--- src/rtl/arx_pkg.sv ---
package arx_pkg;
    localparam int DW    = 8;
    localparam int NFLAG = 5;

    // flag bit positions
    localparam int F_LVL = 0;
    localparam int F_ERR = 1;
    localparam int F_BRK = 2;
    localparam int F_RDY = 3;
    localparam int F_OVR = 4;

    typedef struct packed {
        logic [DW-1:0] data;
        logic          ferr;
        logic          perr;
    } rx_entry_t;

    typedef enum logic [2:0] {
        S_IDLE, S_START, S_DATA, S_PAR, S_STOP, S_MARK
    } rx_state_t;

    function automatic logic parity_bit(input logic [DW-1:0] d, input logic odd);
        return (^d) ^ odd;
    endfunction
endpackage

--- src/rtl/arx_framer.sv ---
module arx_framer
    import arx_pkg::*;
#(
    parameter int OVS       = 16,
    parameter int IDLE_BITS = 15
) (
    input  logic      clk,
    input  logic      rst,
    input  logic      tick,
    input  logic      rx,
    input  logic      par_en,
    input  logic      par_odd,
    output logic      fr_valid,
    output rx_entry_t fr_entry,
    output logic      fr_brk,
    output logic      line_idle
);
    localparam int CW         = $clog2(OVS);
    localparam int BW         = $clog2(DW);
    localparam int IDLE_TICKS = OVS * IDLE_BITS;
    localparam int IW         = $clog2(IDLE_TICKS + 1);
    localparam logic [CW-1:0] C_MID  = CW'(OVS / 2 - 1);
    localparam logic [CW-1:0] C_END  = CW'(OVS - 1);
    localparam logic [BW-1:0] B_LAST = BW'(DW - 1);
    localparam logic [IW-1:0] I_FULL = IW'(IDLE_TICKS);

    rx_state_t     st;
    logic [CW-1:0] cnt;
    logic [BW-1:0] bidx;
    logic [DW-1:0] shreg;
    logic          pbit;
    logic [IW-1:0] idle_cnt;
    logic          at_end;

    assign at_end    = (cnt == C_END);
    assign line_idle = (st == S_IDLE) && (idle_cnt == I_FULL);

    always_ff @(posedge clk) begin
        if (rst) begin
            st       <= S_IDLE;
            cnt      <= '0;
            bidx     <= '0;
            shreg    <= '0;
            pbit     <= 1'b0;
            idle_cnt <= '0;
            fr_valid <= 1'b0;
            fr_brk   <= 1'b0;
            fr_entry <= '0;
        end else begin
            fr_valid <= 1'b0;
            fr_brk   <= 1'b0;
            if (tick) begin
                unique case (st)
                    S_IDLE: begin
                        cnt <= '0;
                        if (!rx) st <= S_START;
                        else if (idle_cnt != I_FULL) idle_cnt <= idle_cnt + 1'b1;
                    end
                    S_START: begin  // confirm low level at mid start bit
                        if (cnt == C_MID) begin
                            cnt <= '0;
                            if (rx) st <= S_IDLE;
                            else begin
                                st       <= S_DATA;
                                bidx     <= '0;
                                idle_cnt <= '0;
                            end
                        end else cnt <= cnt + 1'b1;
                    end
                    S_DATA: begin  // bit 0 first
                        if (at_end) begin
                            cnt   <= '0;
                            shreg <= {rx, shreg[DW-1:1]};
                            if (bidx == B_LAST) st <= par_en ? S_PAR : S_STOP;
                            else bidx <= bidx + 1'b1;
                        end else cnt <= cnt + 1'b1;
                    end
                    S_PAR: begin
                        if (at_end) begin
                            cnt  <= '0;
                            pbit <= rx;
                            st   <= S_STOP;
                        end else cnt <= cnt + 1'b1;
                    end
                    S_STOP: begin  // checks done before the byte is handed on
                        if (at_end) begin
                            cnt           <= '0;
                            fr_valid      <= 1'b1;
                            fr_entry.data <= shreg;
                            fr_entry.ferr <= !rx;
                            fr_entry.perr <= par_en && (pbit != parity_bit(shreg, par_odd));
                            fr_brk        <= !rx && (shreg == '0) && (!par_en || !pbit);
                            st            <= rx ? S_IDLE : S_MARK;
                        end else cnt <= cnt + 1'b1;
                    end
                    S_MARK: begin  // wait for the line to return high
                        if (rx) st <= S_IDLE;
                    end
                    default: st <= S_IDLE;
                endcase
            end
        end
    end
endmodule

--- src/rtl/arx_fifo.sv ---
module arx_fifo
    import arx_pkg::*;
#(
    parameter int DEPTH = 16
) (
    input  logic                         clk,
    input  logic                         rst,
    input  logic                         push,
    input  rx_entry_t                    push_entry,
    input  logic                         pop,
    output rx_entry_t                    head,
    output logic [$clog2(DEPTH+1)-1:0]   count,
    output logic                         ovr_pulse
);
    localparam int AW   = (DEPTH > 1) ? $clog2(DEPTH) : 1;
    localparam int CNTW = $clog2(DEPTH + 1);
    localparam logic [CNTW-1:0] C_FULL = CNTW'(DEPTH);
    localparam logic [AW-1:0]   A_LAST = AW'(DEPTH - 1);

    rx_entry_t     mem [DEPTH];
    logic [AW-1:0] wp, rp;
    logic          is_full, is_empty, do_push, do_pop;

    assign is_full   = (count == C_FULL);
    assign is_empty  = (count == '0);
    assign do_push   = push && !is_full;   // drop when full
    assign do_pop    = pop && !is_empty;
    assign ovr_pulse = push && is_full;
    assign head      = mem[rp];

    always_ff @(posedge clk) begin
        if (rst) begin
            wp    <= '0;
            rp    <= '0;
            count <= '0;
            for (int i = 0; i < DEPTH; i++) mem[i] <= '0;
        end else begin
            if (do_push) begin
                mem[wp] <= push_entry;
                wp      <= (wp == A_LAST) ? '0 : wp + 1'b1;
            end
            if (do_pop) rp <= (rp == A_LAST) ? '0 : rp + 1'b1;
            unique case ({do_push, do_pop})
                2'b10:   count <= count + 1'b1;
                2'b01:   count <= count - 1'b1;
                default: count <= count;
            endcase
        end
    end
endmodule

--- src/rtl/arx_flags.sv ---
module arx_flags
    import arx_pkg::*;
#(
    parameter int DEPTH = 16
) (
    input  logic                       clk,
    input  logic                       rst,
    input  logic [$clog2(DEPTH+1)-1:0] count,
    input  logic [$clog2(DEPTH+1)-1:0] trig_lvl,
    input  logic                       fr_valid,
    input  logic                       fr_bad,
    input  logic                       fr_brk,
    input  logic                       ovr_pulse,
    input  logic                       line_idle,
    input  logic                       flag_rd,
    input  logic [NFLAG-1:0]           flag_clr,
    input  logic [3:0]                 ien,
    output logic [NFLAG-1:0]           flags,
    output logic                       irq
);
    logic [NFLAG-1:0] set_v, armed, clr_ok;
    logic             at_lvl;

    // level 0 behaves as level 1
    assign at_lvl = (trig_lvl == '0) ? (count != '0) : (count >= trig_lvl);

    always_comb begin
        set_v        = '0;
        set_v[F_LVL] = at_lvl;
        set_v[F_ERR] = fr_valid && fr_bad;
        set_v[F_BRK] = fr_valid && fr_brk;
        set_v[F_RDY] = line_idle && (count != '0) && !at_lvl;
        set_v[F_OVR] = ovr_pulse;
    end

    assign clr_ok = flag_clr & armed;

    always_ff @(posedge clk) begin
        if (rst) begin
            flags <= '0;
            armed <= '0;
        end else begin
            flags <= (flags & ~clr_ok) | set_v;
            armed <= flag_rd ? flags : (armed & ~flag_clr);
        end
    end

    assign irq = |(flags[F_RDY:F_LVL] & ien);
endmodule

--- src/rtl/async_rx_fifo.sv ---
module async_rx_fifo
    import arx_pkg::*;
#(
    parameter int DEPTH     = 16,
    parameter int OVS       = 16,
    parameter int IDLE_BITS = 15
) (
    input  logic                       clk,
    input  logic                       rst,
    input  logic                       samp_en,
    input  logic                       rxd,
    input  logic                       par_en,
    input  logic                       par_odd,
    input  logic [$clog2(DEPTH+1)-1:0] trig_lvl,
    input  logic [3:0]                 ien,
    input  logic                       rd_pop,
    output logic [7:0]                 rd_data,
    output logic                       rd_ferr,
    output logic                       rd_perr,
    output logic                       rd_valid,
    output logic [$clog2(DEPTH+1)-1:0] fifo_count,
    input  logic                       flag_rd,
    input  logic [4:0]                 flag_clr,
    output logic [4:0]                 flags,
    output logic                       irq
);
    logic [1:0] sync_q;
    logic       fr_valid, fr_brk, line_idle, ovr_pulse;
    rx_entry_t  fr_entry, head;

    always_ff @(posedge clk) begin
        if (rst) sync_q <= 2'b11;
        else     sync_q <= {sync_q[0], rxd};
    end

    arx_framer #(.OVS(OVS), .IDLE_BITS(IDLE_BITS)) u_framer (
        .clk      (clk),
        .rst      (rst),
        .tick     (samp_en),
        .rx       (sync_q[1]),
        .par_en   (par_en),
        .par_odd  (par_odd),
        .fr_valid (fr_valid),
        .fr_entry (fr_entry),
        .fr_brk   (fr_brk),
        .line_idle(line_idle)
    );

    arx_fifo #(.DEPTH(DEPTH)) u_fifo (
        .clk       (clk),
        .rst       (rst),
        .push      (fr_valid),
        .push_entry(fr_entry),
        .pop       (rd_pop),
        .head      (head),
        .count     (fifo_count),
        .ovr_pulse (ovr_pulse)
    );

    arx_flags #(.DEPTH(DEPTH)) u_flags (
        .clk      (clk),
        .rst      (rst),
        .count    (fifo_count),
        .trig_lvl (trig_lvl),
        .fr_valid (fr_valid),
        .fr_bad   (fr_entry.ferr | fr_entry.perr),
        .fr_brk   (fr_brk),
        .ovr_pulse(ovr_pulse),
        .line_idle(line_idle),
        .flag_rd  (flag_rd),
        .flag_clr (flag_clr),
        .ien      (ien),
        .flags    (flags),
        .irq      (irq)
    );

    assign rd_valid = (fifo_count != '0);
    assign rd_data  = head.data;
    assign rd_ferr  = head.ferr;
    assign rd_perr  = head.perr;
endmodule

--- config.mk ---
export PLATFORM = sky130hd
export DESIGN_NAME = async_rx_fifo
export DESIGN_NICKNAME = d
export VERILOG_FILES = /design/src/rtl/arx_pkg.sv /design/src/rtl/arx_framer.sv /design/src/rtl/arx_fifo.sv /design/src/rtl/arx_flags.sv /design/src/rtl/async_rx_fifo.sv
export SDC_FILE = /design/constraint.sdc
export NUM_CORES = 1
export LEC_CHECK = 0
export BUFFER_PORTS_ARGS = -buffer_cell sky130_fd_sc_hd__buf_2
export CAP_MARGIN = 20
export CORE_UTILIZATION = 60
export CTS_BUF_LIST = sky130_fd_sc_hd__clkbuf_4
export DETAILED_ROUTE_END_ITERATION = 8
export GPL_TIMING_DRIVEN = 0
export PLACE_DENSITY_LB_ADDON = 0.1
export SLEW_MARGIN = 15
export SYNTH_ARGS = -nofsm -noshare
export SYNTH_HDL_FRONTEND = slang
export SYNTH_HIERARCHICAL = 1
export SYNTH_SLANG_ARGS = --single-unit
--- constraint.sdc ---
create_clock -name clk -period 4.1 [get_ports clk]
set_input_delay 0.82 -clock clk [delete_from_list [all_inputs] [get_ports clk]]
set_output_delay 0.82 -clock clk [all_outputs]
set_load 0.02 [all_outputs]
# --- Word level (Yosys, flattened, before mapping) ---
# Memory sizes are Yosys's and may differ from the RTL's. A register that Yosys moved wholly into a read port is not among the register bits.
# Cells that the tools add are included.
classes:
  addsub: 7
  n_mul: 0
  n_div: 0
  order_cmp: 1
  eq_ne: 27
  n_shift: 0
  muxes: 40
  bitwise_logic: 12
  reduce_logical: 40
ops:
  columns: ["cell", "n"]
  rows:
  - ["2-to-1 mux 3 bit", 13]
  - ["2-to-1 mux 8 bit", 4]
  - ["2-to-1 mux 4 bit", 7]
  - ["one-hot mux 3 bit (6 select lines)", 1]
  - ["one-hot mux 8 bit (2 select lines)", 1]
  - ["bitwise AND 5 bit", 3]
  - ["adder 4 x 1 -> 4 bit (second input constant)", 3]
  - ["equality test 4 bit (second input constant)", 3]
  - ["!= test 2 bit (second input constant)", 6]
  - ["one-hot mux 4 bit (3 select lines)", 1]
  - ["AND reduction 6 bit", 2]
  - ["logical AND 1 bit", 11]
  - ["zero test 5 bit", 2]
  - ["2-to-1 mux 10 bit", 1]
  - ["!= test 2 x 1 -> 1 bit (second input constant)", 5]
  - ["inverter 5 bit", 2]
  - ["one-hot mux 5 bit (2 select lines)", 1]
  - ["OR reduction 10 bit", 1]
  - ["equality test 3 bit (second input constant)", 3]
  - ["AND reduction 3 bit", 3]
  - ["adder 8 x 1 -> 8 bit (second input constant)", 1]
  - ["equality test 8 bit (second input constant)", 1]
  - ["zero test 8 bit", 1]
  - ["2-to-1 mux 1 bit", 8]
  - ["other kinds (31)", 43]
word_totals:
  ff_bits: 64
  latch_bits: 0
  mem_bits_rw: 160
  mem_bits_ro: 0
  in_bits: 22
  n_memories: 1
mem_list:
  columns: ["memory", "depth", "width", "read_ports", "rd_ports_with_merged_regs", "wr", "line", "source"]
  rows:
  - ["u_fifo.mem", 16, 10, 1, 1, 16, "arx_fifo.sv:20", "rx_entry_t mem [DEPTH];"]

# --- Longest topological paths before layout ---
logic_depth:
  depth_word: 8
  depth_mapped: 12
  mapped_depth_nobuf: 10

# --- Modules after synthesis ---
# The synthesis kept the hierarchy.
modules_own_cells:
  columns: ["module", "instances", "cells_each", "area_per_inst_um2", "seq_area_each_um2"]
  rows:
  - ["arx_fifo", 1, 604, 7972.6, 5144.9]
  - ["arx_framer", 1, 238, 2048.2, 780.7]
  - ["arx_flags", 1, 69, 566.8, 200.2]
  - ["async_rx_fifo", 1, 8, 71.3, 40.0]

# --- Least setup slack after synthesis ---
# No wires, ideal clock.
synth_path:
  path_type: "in2reg"
  startpoint: "input rd_pop"
  endpoint: "register u_fifo.count[4]"
  setup_ns: 0.064
  arrival_ns: 2.821
  required_time_ns: 4.036
  setup_slack_ns: 1.216
  stages: 9
  n_path_buf: 1
  cell_sequence: "a21boi_1 ha_1 clkbuf_1 xor2_1 ha_1 o21ai_0 or3_1 a2111o_1 nand4_1"
synth_between:
  elab_chain_cells: 3
  elab_cells_between_ends: 5
synth_rtl:
  columns: ["element", "line", "source"]
  rows:
  - ["start: declaration", "async_rx_fifo.sv:16", "input logic rd_pop,"]
  - ["logical AND 1 bit *", "arx_fifo.sv:27", "assign do_pop = pop && !is_empty;"]
  - ["equality test 2 x 1 -> 1 bit / equality test 2 bit (equally long branches)", "arx_fifo.sv:43", "unique case ({do_push, do_pop})"]
  - ["one-hot mux 5 bit (2 select lines) / nonzero test 2 bit (equally long branches)", null, null]
  - ["end signal: assignment", "arx_fifo.sv:44", "2'b10: count <= count + 1'b1;"]
  - ["end signal: assignment", "arx_fifo.sv:45", "2'b01: count <= count - 1'b1;"]
  - ["end signal: assignment", "arx_fifo.sv:46", "default: count <= count;"]
  - ["end: declaration", "arx_fifo.sv:12", "output logic [$clog2(DEPTH+1)-1:0] count,"]
# Every way passes the cells marked *; elsewhere a longest branch is shown, timed or not.
# A chain may end at the register's enable or synchronous reset.

==> flow_summary.ini <==
[outcome]
status = finished, final reports clean

[placed_design]
placed_area_sq_um = 11150
dp_hpwl_mm = 18.48
place.gp.congestion = 0.8641
dp_slack_ns = 0.8422
placed_cells = 1186
port_buffers = 42

[route]
wl_per_cell_um = 21.52
vias = 7928
first_iter_violations = 767
drt-total-wl_mm = 27.79
drcViolationCount = 0
detail-route-antenna-nets = 0
dr.pass1.iters = 6
via_per_inst = 6.141

[global_route]
grt-ovfl-total = 0
grt_pass1_wl_mm = 41.88
grt_pass1_vias = 7773
grtUsageTotal_pct = 31.58
grt_max_degree = 17
antenna_found_initial = 1

[yosys]
synthTopCellsByArea = edfxtp_1, dfxtp_1, mux4_2
synth_top_family_by_area = simple AND/OR/NAND/NOR gates
synth_simple_gate_area_share_pct = 16.74
synth-compound-area-share_pct = 8.534
synth_edf_count = 160
synth_top_cell_area_share_pct = 45.08
yosys.area.top_type = edfxtp_1
ys_ff_latch = 228
yosys.area_share.adder_pct = 2.700
ys_types = 67
synth_common_cells = nor2_1, edfxtp_1, nand2_1
avgSynthCellArea_sq_um = 11.60
synth_most_common_cell = nor2_1
async_reset_ff_share_pct = 0
yosysWarnings = 6
synth_nets = 964
synthMuxAreaShare_pct = 9.954
syn_area_sq_um = 10660
synth-main-ff-cell = edfxtp_1
synthXorXnorAreaFrac_pct = 0.8686
seq_area_frac_synth_pct = 57.85
synth_cells = 919

[setup_path]
rrSetupSlack_ns = 0.91
path_class = flop to output pin
cp_slowest_cell = mux4_2
critical_path_required_ns = 3.28
worst-path-buf-inv = 3
worstPathMaxFanout = 10
crit_chain = clkbuf_1 > buf_2 > mux4_2 > a22oi_1 > nand2_1 > buf_2
cp.arrival_ns = 2.83
max_stage_delay_ns = 0.56
crit_path_end_kind = output pin
crit_top_cell = buf_2
path_delay_family = buffers and inverters
start_kind = flop

[power_and_ir_drop]
p_leak_nw = 4.072
powerDensity_nw_per_um2 = 457.1
p_int_mw = 3.944
power_switching_mw = 1.487
clkPwrFrac_pct = 34.3
p_comb_share_pct = 17.1
seqPwrFrac_pct = 48.6
ir_drop_mv = 0.2261
p_sw_share_pct = 27.38

[cts]
worstSkewPairLatency_ns = 0.70
cts_sinks = 228
ctsHoldBuffers = 0
htreeDepth = 2
cts_tree = done
clockRootBuffer = clkbuf_4
cts_buffers = 57
cts_buffer_depth = 3
clk_pin_slew_worst_paths_ns = 0.06
cts_setup_buffers = 0
post_cts_resized = 0

[sta]
fmax_ghz = 0.2740
tightest_slew_ns = 1.097
setup_viol_count_final = 0
setup_tns_ns = 0
finalHoldViolations = 0
worst_slack_ns = 0.4507
fin_crit_sh_pct = 89.01
rsz0062_at_grt = false
clock_skew_ns = 0.07390
slew_violations = 0
slew-limit-headroom_pct = 26.60
min_period_ns = 3.649

[floorplan]
num_io_pins = 44
start_util_pct = 61.62
die_h_um = 135.3
dieArea_sq_um = 18300
num_rows = 48
fp.coreArea_sq_um = 17300
die-width_um = 135.3

[finish]
utilization_pct = 68.68
layout-drive-gt1-share_pct = 18.69
fin_cells = 1291
area_growth_pct = 11.46
final_nets = 1065
final_cell_area_sq_um = 11880

[hold_path]
holdCritPathClass = input port to flop

[run]
max_cap_violations = 0
[through the flow]
step | total power, mW | hold WS, ns
after floorplan | 3.367 | 0.3832
after CTS | 5.479 | 0.2844
final | 5.431 | 0.3336
after detailed placement | 3.621 | 0.4093
after global placement | 3.603 | 0.4012
after global routing | 5.676 | 0.2982
[area by class of cell]
cell class,instances,area (sq um)
sequential,228,6166
fill,1350,5416
timing repair buffer,42,210.2
inverter,26,97.59
clock inverter,17,73.82
multi-input combinational,608,4135
buffer,57,260.3
antenna,1,2.502
clock buffer,87,653.1
tap,225,281.5
[flip-flops by register name, summed over array words and instances, names as in the netlist, named ones only]
signal             flops
u_fifo/mem           160
u_framer/fr_entry     10
u_framer/idle_cnt      8
u_framer/shreg         8
u_fifo/count           5
u_flags/armed          5
u_flags/flags          5
u_fifo/rp              4
u_fifo/wp              4
u_framer/cnt           4
u_framer/bidx          3
u_framer/st            3
sync_q                 2
u_framer/fr_brk        1
u_framer/fr_valid      1
u_framer/pbit          1
[layout by cell type, fill, tap and decap left out, types with 9 or more instances in the layout]
cell type,instances
a21o_1,18
nand2_1,89
clkbuf_4,87
clkbuf_1,37
mux4_2,40
nor2b_1,10
ha_1,23
a21oi_1,40
a22oi_1,24
buf_2,49
inv_1,25
dfxtp_1,68
mux2i_1,16
edfxtp_1,160
nor2_1,205
nor3b_1,9
clkinv_1,13
o21ai_0,10
nand3_1,16
[worst reg2reg max path, delay by kind of cell (launching register included)]
family | cells | cell delay, ns
adder cells (fa/ha/maj) | 2 | 0.38
flip-flops | 1 | 0.35
AO/OA/AOI/OAI | 3 | 0.64
XOR/XNOR | 1 | 0.19
buffers and inverters | 3 | 0.69
AND/OR/NAND/NOR | 3 | 0.89
[metal layers]
| metal | wire length (um) | GRT usage (%) | vias to the layer above |
|---|---|---|---|
| li1 | - | - | 3601 |
| met1 | 10220 | 37.81 | 3790 |
| met2 | 13850 | 53.42 | 461 |
| met3 | 2451 | 5.799 | 76 |
| met4 | 1260 | 18.66 | 0 |
| met5 | 0 | 0 | - |
[cell families after synthesis]
group / after synthesis
flip-flops: 228
adder cells (fa/ha/maj): 23
multiplexers: 56
XOR/XNOR: 9
buffers and inverters: 83
AND/OR/NAND/NOR: 392
AO/OA/AOI/OAI: 128
[power by group through the flow]
stage / combinational [mW] / sequential, mW / clock (mW)
2_1_floorplan: 0.689 / 2.68 / 0
4_1_cts: 0.934 / 2.64 / 1.90
6_report: 0.927 / 2.64 / 1.86
5_1_grt: 1.00 / 2.66 / 2.02
3_3_place_gp: 0.920 / 2.68 / 0
3_5_place_dp: 0.931 / 2.69 / 0
[worst paths after layout]
path / startpoint / end / cells after the start
worst max-delay path: flop / rd_perr / 6
worst max register to register: u_fifo/count[1] / u_fifo/count[4] / 12
worst min-delay path: rxd / sync_q[0] / 2
worst min register to register: sync_q[0] / sync_q[1] / 1
Note: power is estimated with default switching activity, not from simulation.
